### src/rtl/pc_seq_pkg.sv
package pc_seq_pkg;
  localparam int INSN_W   = 32;
  localparam int OPC_W    = 6;
  localparam int OFFS_W   = 16;
  localparam int JIDX_W   = 26;
  localparam int FN_W     = 6;
  localparam int WORD_SH  = 2;

  localparam logic [OPC_W-1:0] OPC_SPECIAL = 6'd0;
  localparam logic [OPC_W-1:0] OPC_JUMP    = 6'd2;
  localparam logic [OPC_W-1:0] OPC_CALL    = 6'd3;
  localparam logic [OPC_W-1:0] OPC_BR_EQ   = 6'd4;
  localparam logic [OPC_W-1:0] OPC_BR_NE   = 6'd5;
  localparam logic [FN_W-1:0]  FN_REGJUMP  = 6'd8;

  typedef enum logic [1:0] {
    SEL_SEQ    = 2'd0,
    SEL_BRANCH = 2'd1,
    SEL_REGION = 2'd2,
    SEL_REG    = 2'd3
  } tgt_sel_e;

  typedef struct packed {
    tgt_sel_e sel;
    logic     link;
  } flow_t;
endpackage

### src/rtl/pc_flow_decode.sv
module pc_flow_decode
  import pc_seq_pkg::*;
#(
  parameter int XLEN = 32
) (
  input  logic [INSN_W-1:0] instr,
  input  logic [XLEN-1:0]   rs_val,
  input  logic [XLEN-1:0]   rt_val,
  output flow_t             flow
);
  logic [OPC_W-1:0] opc;
  logic [FN_W-1:0]  fn;
  logic             operands_eq;

  assign opc         = instr[INSN_W-1 -: OPC_W];
  assign fn          = instr[FN_W-1:0];
  assign operands_eq = (rs_val == rt_val);

  always_comb begin
    flow.sel  = SEL_SEQ;
    flow.link = 1'b0;
    unique case (opc)
      OPC_BR_EQ:   if (operands_eq)  flow.sel = SEL_BRANCH;
      OPC_BR_NE:   if (!operands_eq) flow.sel = SEL_BRANCH;
      OPC_JUMP:    flow.sel = SEL_REGION;
      OPC_CALL: begin
        flow.sel  = SEL_REGION;
        flow.link = 1'b1;
      end
      OPC_SPECIAL: if (fn == FN_REGJUMP) flow.sel = SEL_REG;
      default:     flow.sel = SEL_SEQ;
    endcase
  end
endmodule

### src/rtl/pc_target_calc.sv
module pc_target_calc
  import pc_seq_pkg::*;
#(
  parameter int XLEN = 32
) (
  input  logic [XLEN-1:0]   pc,
  input  logic [INSN_W-1:0] instr,
  input  logic [XLEN-1:0]   rs_val,
  output logic [XLEN-1:0]   seq_tgt,
  output logic [XLEN-1:0]   branch_tgt,
  output logic [XLEN-1:0]   region_tgt,
  output logic [XLEN-1:0]   reg_tgt
);
  localparam int EXT_W = XLEN - OFFS_W - WORD_SH;
  localparam int HI_W  = XLEN - JIDX_W - WORD_SH;
  localparam logic [XLEN-1:0] STEP = XLEN'(1 << WORD_SH);

  logic [XLEN-1:0] offs_bytes;

  assign seq_tgt    = pc + STEP;
  assign offs_bytes = {{EXT_W{instr[OFFS_W-1]}}, instr[OFFS_W-1:0], {WORD_SH{1'b0}}};
  assign branch_tgt = seq_tgt + offs_bytes;
  assign region_tgt = {seq_tgt[XLEN-1 -: HI_W], instr[JIDX_W-1:0], {WORD_SH{1'b0}}};
  assign reg_tgt    = rs_val;
endmodule

### src/rtl/pc_sequencer.sv
module pc_sequencer
  import pc_seq_pkg::*;
#(
  parameter int              XLEN      = 32,
  parameter logic [XLEN-1:0] RESET_PC  = 32'h0040_0000,
  parameter int              REG_IDX_W = 5,
  parameter int              LINK_REG  = 31
) (
  input  logic                 clk,
  input  logic                 rst,
  input  logic [INSN_W-1:0]    instr_i,
  input  logic [XLEN-1:0]      rs_val_i,
  input  logic [XLEN-1:0]      rt_val_i,
  output logic [XLEN-1:0]      pc_o,
  output logic                 link_we_o,
  output logic [REG_IDX_W-1:0] link_addr_o,
  output logic [XLEN-1:0]      link_data_o
);
  flow_t           flow;
  logic [XLEN-1:0] seq_tgt, branch_tgt, region_tgt, reg_tgt;
  logic [XLEN-1:0] pc_d;
  logic [XLEN-1:0] pc_q;
  logic            link_we_q;
  logic [XLEN-1:0] link_data_q;

  pc_flow_decode #(.XLEN(XLEN)) u_decode (
    .instr  (instr_i),
    .rs_val (rs_val_i),
    .rt_val (rt_val_i),
    .flow   (flow)
  );

  pc_target_calc #(.XLEN(XLEN)) u_targets (
    .pc         (pc_q),
    .instr      (instr_i),
    .rs_val     (rs_val_i),
    .seq_tgt    (seq_tgt),
    .branch_tgt (branch_tgt),
    .region_tgt (region_tgt),
    .reg_tgt    (reg_tgt)
  );

  always_comb begin
    unique case (flow.sel)
      SEL_BRANCH: pc_d = branch_tgt;
      SEL_REGION: pc_d = region_tgt;
      SEL_REG:    pc_d = reg_tgt;
      default:    pc_d = seq_tgt;
    endcase
  end

  always_ff @(posedge clk) begin
    if (rst) begin
      pc_q        <= RESET_PC;
      link_we_q   <= 1'b0;
      link_data_q <= '0;
    end else begin
      pc_q        <= pc_d;
      link_we_q   <= flow.link;
      link_data_q <= seq_tgt;
    end
  end

  assign pc_o        = pc_q;
  assign link_we_o   = link_we_q;
  assign link_data_o = link_data_q;
  assign link_addr_o = REG_IDX_W'(LINK_REG);
endmodule

### config.mk
export PLATFORM = sky130hd
export DESIGN_NAME = pc_sequencer
export DESIGN_NICKNAME = d
export VERILOG_FILES = /design/src/rtl/pc_seq_pkg.sv /design/src/rtl/pc_flow_decode.sv /design/src/rtl/pc_target_calc.sv /design/src/rtl/pc_sequencer.sv
export SDC_FILE = /design/constraint.sdc
export NUM_CORES = 1
export LEC_CHECK = 0
export BUFFER_PORTS_ARGS = -buffer_cell sky130_fd_sc_hd__buf_2
export CORE_MARGIN = 3
export CORE_UTILIZATION = 47
export DETAILED_ROUTE_END_ITERATION = 10
export PLACE_DENSITY = 0.78
export SYNTH_ARGS = -nofsm -noshare
export SYNTH_HDL_FRONTEND = slang
export SYNTH_SLANG_ARGS = --single-unit
### constraint.sdc
create_clock -name clk -period 3.3 [get_ports clk]
set_input_delay 0.66 -clock clk [delete_from_list [all_inputs] [get_ports clk]]
set_output_delay 0.66 -clock clk [all_outputs]
set_load 0.03 [all_outputs]
=== Word level (Yosys, flattened, before mapping) ===
Index checks and enable logic that the tools add are counted.

* Register bits: 65
* Word-level logic and storage cells: 22
* Bits of input ports: 98
* Output and inout port bits: 70

* Muxes and demuxes: 6
* Eq/ne operators: 9
* Add/sub/neg operators: 2
* Reduce and logical (&&, ||, !) cells: 2

{| class="wikitable"
|+ Operator list
! cell !! count
|-
| one-hot mux 32 bit (3 select lines) || 1
|-
| adder 32 x 3 -> 32 bit (second input constant) || 1
|-
| adder 32 bit || 1
|-
| == test 32 bit || 1
|-
| == test 6 x 2 -> 1 bit (second input constant) || 2
|-
| == test 6 x 3 -> 1 bit (second input constant) || 2
|-
| one-hot mux 2 bit (4 select lines) || 1
|-
| == test 6 x 4 -> 1 bit (second input constant) || 1
|-
| logical NOT 6 bit || 1
|-
| == test 2 bit (second input constant) || 2
|-
| two-way mux 1 bit || 3
|-
| == test 2 x 1 -> 1 bit (second input constant) || 1
|-
| two-way mux 2 bit || 1
|-
| OR reduction 2 bit || 1
|}

=== Longest topological paths before layout ===
* Depth after elaboration: 5
* Mapped depth: 16
* Depth with buffers taken out: 16

=== Cells and area by module ===
A second synthesis with hierarchy kept.

* Cells, all modules: 678
* Area, all modules: 5938.2 um2

{| class="wikitable"
|+ By module, submodules not included
! module !! area each (um2) !! times used !! cells an instance !! seq. area each (um2)
|-
| pc_target_calc || 2835.2 || 1 || 404 || 0.0
|-
| pc_sequencer || 2663.8 || 1 || 218 || 1301.2
|-
| pc_flow_decode || 439.2 || 1 || 56 || 0.0
|}

=== Worst setup path before layout ===
Ideal clock, no wire load.

* Path type: register to register
* Start point: register pc_q[2] (netlist: pc_o[2])
* End point: register pc_q[26] (netlist: pc_o[26])
* Period minus slack after synthesis: 3.712 ns
* Arrival: 3.609 ns
* Buffers on the path: 0
* Required time: 3.197 ns
* Setup slack: -0.412 ns
* Stages on the path, launching flop included: 17
* Setup time: 0.103 ns
* Cell sequence: dfxtp_1 ha_1 nand3_2 or2_2 nor2_1 nand3_1 xor2_1 inv_1 ha_1 inv_1 o31ai_1 o21ai_0 a31oi_1 nand2b_1 a311oi_1 xor2_1 a2111oi_2

* Longest elaborated chain between the ends: 3

{| class="wikitable"
|+ RTL lines
! what !! RTL line !! text
|-
| start, declared || pc_sequencer.sv:22 || <nowiki>logic [XLEN-1:0] pc_q;</nowiki>
|-
| start signal, assigned || pc_sequencer.sv:58 || <nowiki>pc_q <= pc_d;</nowiki>
|-
| adder 32 x 3 -> 32 bit || pc_target_calc.sv:20 || <nowiki>assign seq_tgt = pc + STEP;</nowiki>
|-
| named net seq_tgt[16] || pc_sequencer.sv:20 || <nowiki>logic [XLEN-1:0] seq_tgt, branch_tgt, region_tgt, reg_tgt;</nowiki>
|-
| adder 32 bit || pc_target_calc.sv:22 || <nowiki>assign branch_tgt = seq_tgt + offs_bytes;</nowiki>
|-
| one-hot mux 32 bit (3 select lines) || pc_sequencer.sv:44 || <nowiki>unique case (flow.sel)</nowiki>
|}

The timed path passes the listed nets, and every way through them passes these cells.
A chain may end at the register's enable or synchronous reset.

=== Final worst setup path ===
* Start point: register pc_q[4] (netlist: pc_o[4])
* End point: register pc_q[28] (netlist: pc_o[28])

The elaborated chain is that of the path after synthesis.

==> impl_metrics.sql <==
INSERT INTO impl_metrics (metric_group, metric, value, unit) VALUES
('floorplan', 'start_util', '0.485', ''),
('detailed_routing', 'avgViaCountPerCell', '5.86', ''),
('grt', 'first_pass_grt_wire_length', '29.8', 'mm'),
('detailed_routing', 'drt_iter0_drc', '585', ''),
('synthesis', 'syn_area', '5010', 'µm²'),
('worst_setup_path', 'worstPathArrival', '3.79', 'ns'),
('grt', 'groute.layer.met2.usage', '0.564', ''),
('synthesis', 'synthDistinctLibCells', '73', ''),
('clocking', 'post_cts_hold_buffer_count', '0', ''),
('sta', 'max_freq', '282', 'MHz'),
('sta', 'fin_hold_ws', '0.494', 'ns'),
('synthesis', 'async_flop_share', '0', ''),
('place', 'numPlacedInstances', '1035', ''),
('synthesis', 'postSynth.topFlopCell', 'sky130_fd_sc_hd__dfxtp_1', ''),
('clocking', 'cts_inserted_buffers', '9', ''),
('run_status', 'run_status', 'finished with violations', ''),
('floorplan', 'chipHeight', '109', 'µm'),
('sta', 'fin_crit', '3.55', 'ns'),
('worst_setup_path', 'critPathMaxFanout', '4', ''),
('run', 'drv_cap', '0', ''),
('synthesis', 'netlist_instances', '624', ''),
('finish', 'multi_input_comb_area', '4000', 'µm²'),
('synthesis', 'post_synth.cell_area_avg', '8.03', 'µm²'),
('worst_setup_path', 'largest_stage_delay_on_the_critical_path', '0.52', 'ns'),
('worst_setup_path', 'crit_path_cell_trace', 'nand4_1 > or3_4 > inv_2 > buf_6 > nand2_2 > xor2_1 > inv_1 > ha_4 > nand2_4 > o21a_4 > nor2b_1 > a31oi_1 > buf_4 > o221ai_4 > o21ai_2 > mux2i_1 > o311ai_1', ''),
('detailed_routing', 'num_vias', '6234', ''),
('sta', 'fin_setup_tns', '-1.62', 'ns'),
('synthesis', 'synth_largest_type_area_fraction', '0.260', ''),
('worst_setup_path', 'ff2ff_path_depth', '17', ''),
('worst_setup_path', 'cp-start-kind', 'flip-flop', ''),
('clocking', 'clock_insertion_delay_worst_skew', '0.37', 'ns'),
('synthesis', 'synth_enable_flop_cells', '0', ''),
('grt', 'grt.overflow.total', '0', ''),
('synthesis', 'ys_top_cells_by_area', 'sky130_fd_sc_hd__dfxtp_1 (26%), sky130_fd_sc_hd__xnor2_1 (9.1%), sky130_fd_sc_hd__ha_1 (8.2%)', ''),
('worst_setup_path', 'cp_top_family', 'simple AND/OR/NAND/NOR gates', ''),
('finish', 'count_of_nets_after_finishing', '1055', ''),
('pwr', 'power.combinational.fraction', '0.312', ''),
('grt', 'globalRoute.busiestLayer', 'met2', ''),
('pwr', 'p_clk_frac', '0.332', ''),
('place', 'place_congestion', '0.928', ''),
('clocking', 'tritoncts_num_sinks', '65', ''),
('worst_setup_path', 'worstSetupPathType', 'flip-flop to flip-flop', ''),
('grt', 'vias_in_the_first_global_route', '5761', ''),
('pwr', 'sequentialPowerShare', '0.356', ''),
('sta', 'slew_violations', '0', ''),
('run_status', 'failed_checks', 'setup timing', ''),
('grt', 'gr-usage-all-layers', '0.329', ''),
('detailed_routing', 'finalWirelength', '21.0', 'mm'),
('sta', 'final.setup.worst_slack', '-0.251', 'ns'),
('sta', 'worst-slew-pin-transition', '0.701', 'ns'),
('sta', 'grt_setup_unrepaired', 'yes', ''),
('detailed_routing', 'route.antenna.remaining_nets', '0', ''),
('pwr', 'power.switching_fraction', '0.328', ''),
('synthesis', 'synth.largest_area_cell', 'sky130_fd_sc_hd__dfxtp_1', ''),
('worst_setup_path', 'critPathCaptureType', 'flip-flop', ''),
('worst_setup_path', 'worst_ep_required_time', '3.53', 'ns'),
('grt', 'antenna_found_initial', '0', ''),
('worst_setup_path', 'worst_r2r_endpoint', 'pc_o[28]', ''),
('floorplan', 'io-pin-count', '168', ''),
('finish', 'layoutNonFillerInstCount', '1064', ''),
('place', 'buffer_ports.inserted', '162', ''),
('detailed_routing', 'wire_per_inst', '19.8', 'µm'),
('finish', 'n_fill_cell', '773', ''),
('clocking', 'path_clk_slew', '0.08', 'ns'),
('sta', 'report.final.setup_viol', '11', ''),
('floorplan', 'fp.dieW', '109', 'µm'),
('grt', 'grt_start_max_net_pins', '54', ''),
('synthesis', 'yosys_warnings', '0', ''),
('finish', 'drive_gt1_frac', '0.474', ''),
('synthesis', 'ys_top_cells_by_count', 'sky130_fd_sc_hd__dfxtp_1 (65), sky130_fd_sc_hd__nor2_1 (61), sky130_fd_sc_hd__xnor2_1 (52)', ''),
('sta', 'hold_violations', '0', '');
power groups by stage:
stage / combinational (µW) / clock [µW] / sequential [µW]
2_1_floorplan: 292 / 0 / 891
3_3_place_gp: 621 / 0 / 838
3_5_place_dp: 632 / 0 / 840
4_1_cts: 663 / 770 / 821
5_1_grt: 767 / 798 / 824
6_report: 720 / 765 / 822
flip-flops by register name, indices dropped and copies added, names as in the netlist:
signal / count
link_data_o: 32
pc_o: 32
link_we_o: 1
kinds of logic after synthesis:
family / Yosys count / synth area share
fa+ha+maj: 34 / 0.0864
flops: 65 / 0.260
mux: 4 / 0.00799
other cells: 1 / 0.000748
simple gates: 214 / 0.223
buf+inv: 67 / 0.0567
compound gates: 159 / 0.219
xor+xnor: 80 / 0.146
metrics by stage:
step	util	area (µm²)	setup slack (ns)	total power [µW]
final	0.757	7810	-0.251	2310
after global routing	0.757	7810	-0.380	2390
after CTS	0.723	7470	0.00194	2250
after detailed placement	0.676	6980	-0.353	1470
after global placement	0.676	6980	-0.300	1460
after floorplan	-	5110	-0.00489	1180
how the worst max path moves through the flow:
stage             from        to  depth (start not counted)
2_1_floorplan  pc_o[4]  pc_o[26]                         16
3_3_place_gp   pc_o[6]  pc_o[31]                         14
3_5_place_dp   pc_o[6]  pc_o[26]                         15
4_1_cts        pc_o[7]  pc_o[19]                         15
5_1_grt        pc_o[6]  pc_o[29]                         16
6_report       pc_o[4]  pc_o[28]                         17
cells in the final DEF, fill, tap and decap left out, types with 8 or more instances in the layout:
| cell | instances |
|---|---|
| sky130_fd_sc_hd__clkbuf_8 | 9 |
| sky130_fd_sc_hd__nand3_1 | 16 |
| sky130_fd_sc_hd__a21o_1 | 8 |
| sky130_fd_sc_hd__nor2_1 | 56 |
| sky130_fd_sc_hd__o21ai_0 | 19 |
| sky130_fd_sc_hd__ha_4 | 12 |
| sky130_fd_sc_hd__xor2_2 | 8 |
| sky130_fd_sc_hd__buf_4 | 145 |
| sky130_fd_sc_hd__nand4_1 | 15 |
| sky130_fd_sc_hd__ha_1 | 20 |
| sky130_fd_sc_hd__and2_1 | 9 |
| sky130_fd_sc_hd__dfxtp_1 | 52 |
| sky130_fd_sc_hd__o221ai_1 | 9 |
| sky130_fd_sc_hd__nand2_1 | 37 |
| sky130_fd_sc_hd__and3_1 | 12 |
| sky130_fd_sc_hd__xor2_1 | 19 |
| sky130_fd_sc_hd__buf_2 | 162 |
| sky130_fd_sc_hd__a21oi_1 | 27 |
| sky130_fd_sc_hd__a221oi_1 | 10 |
| sky130_fd_sc_hd__a21oi_2 | 12 |
| sky130_fd_sc_hd__xnor2_1 | 47 |
| sky130_fd_sc_hd__inv_1 | 34 |
per-layer routing:
layer	vias to the layer above	wire, µm	part of all wire
met4	0	582	0.028
met1	2956	8300	0.39
met2	373	10300	0.49
li1	2842	-	-
met3	63	1860	0.088
met5	-	0	0
final cells by class:
type,instances,share of cell area
timing repair buffer,311,0.249
tap,136,0.0218
sequential,65,0.171
clock inverter,7,0.0109
multi-input combinational,496,0.512
clock buffer,9,0.0159
inverter,40,0.0192
worst reg2reg max path: cells and delay by family, from the launching register on:
| kind | cells | cell delay (ns) |
|---|---|---|
| AOI/OAI and AO/OA | 5 | 0.89 |
| xor gates and xnor gates | 1 | 0.20 |
| adders and majority gates | 1 | 0.32 |
| buffers and inverters | 4 | 0.48 |
| DFF | 1 | 0.35 |
| muxes | 1 | 0.22 |
| and+or+nand+nor | 5 | 0.96 |
repair_timing:
| item | CTS | global route |
|---|---|---|
| pin swaps | 24 | 37 |
| setup endpoints to repair | 13 | 14 |
| gates resized for setup | 43 | 59 |
| buffers inserted | 8 | 5 |
(Power assumes the default switching activity.)
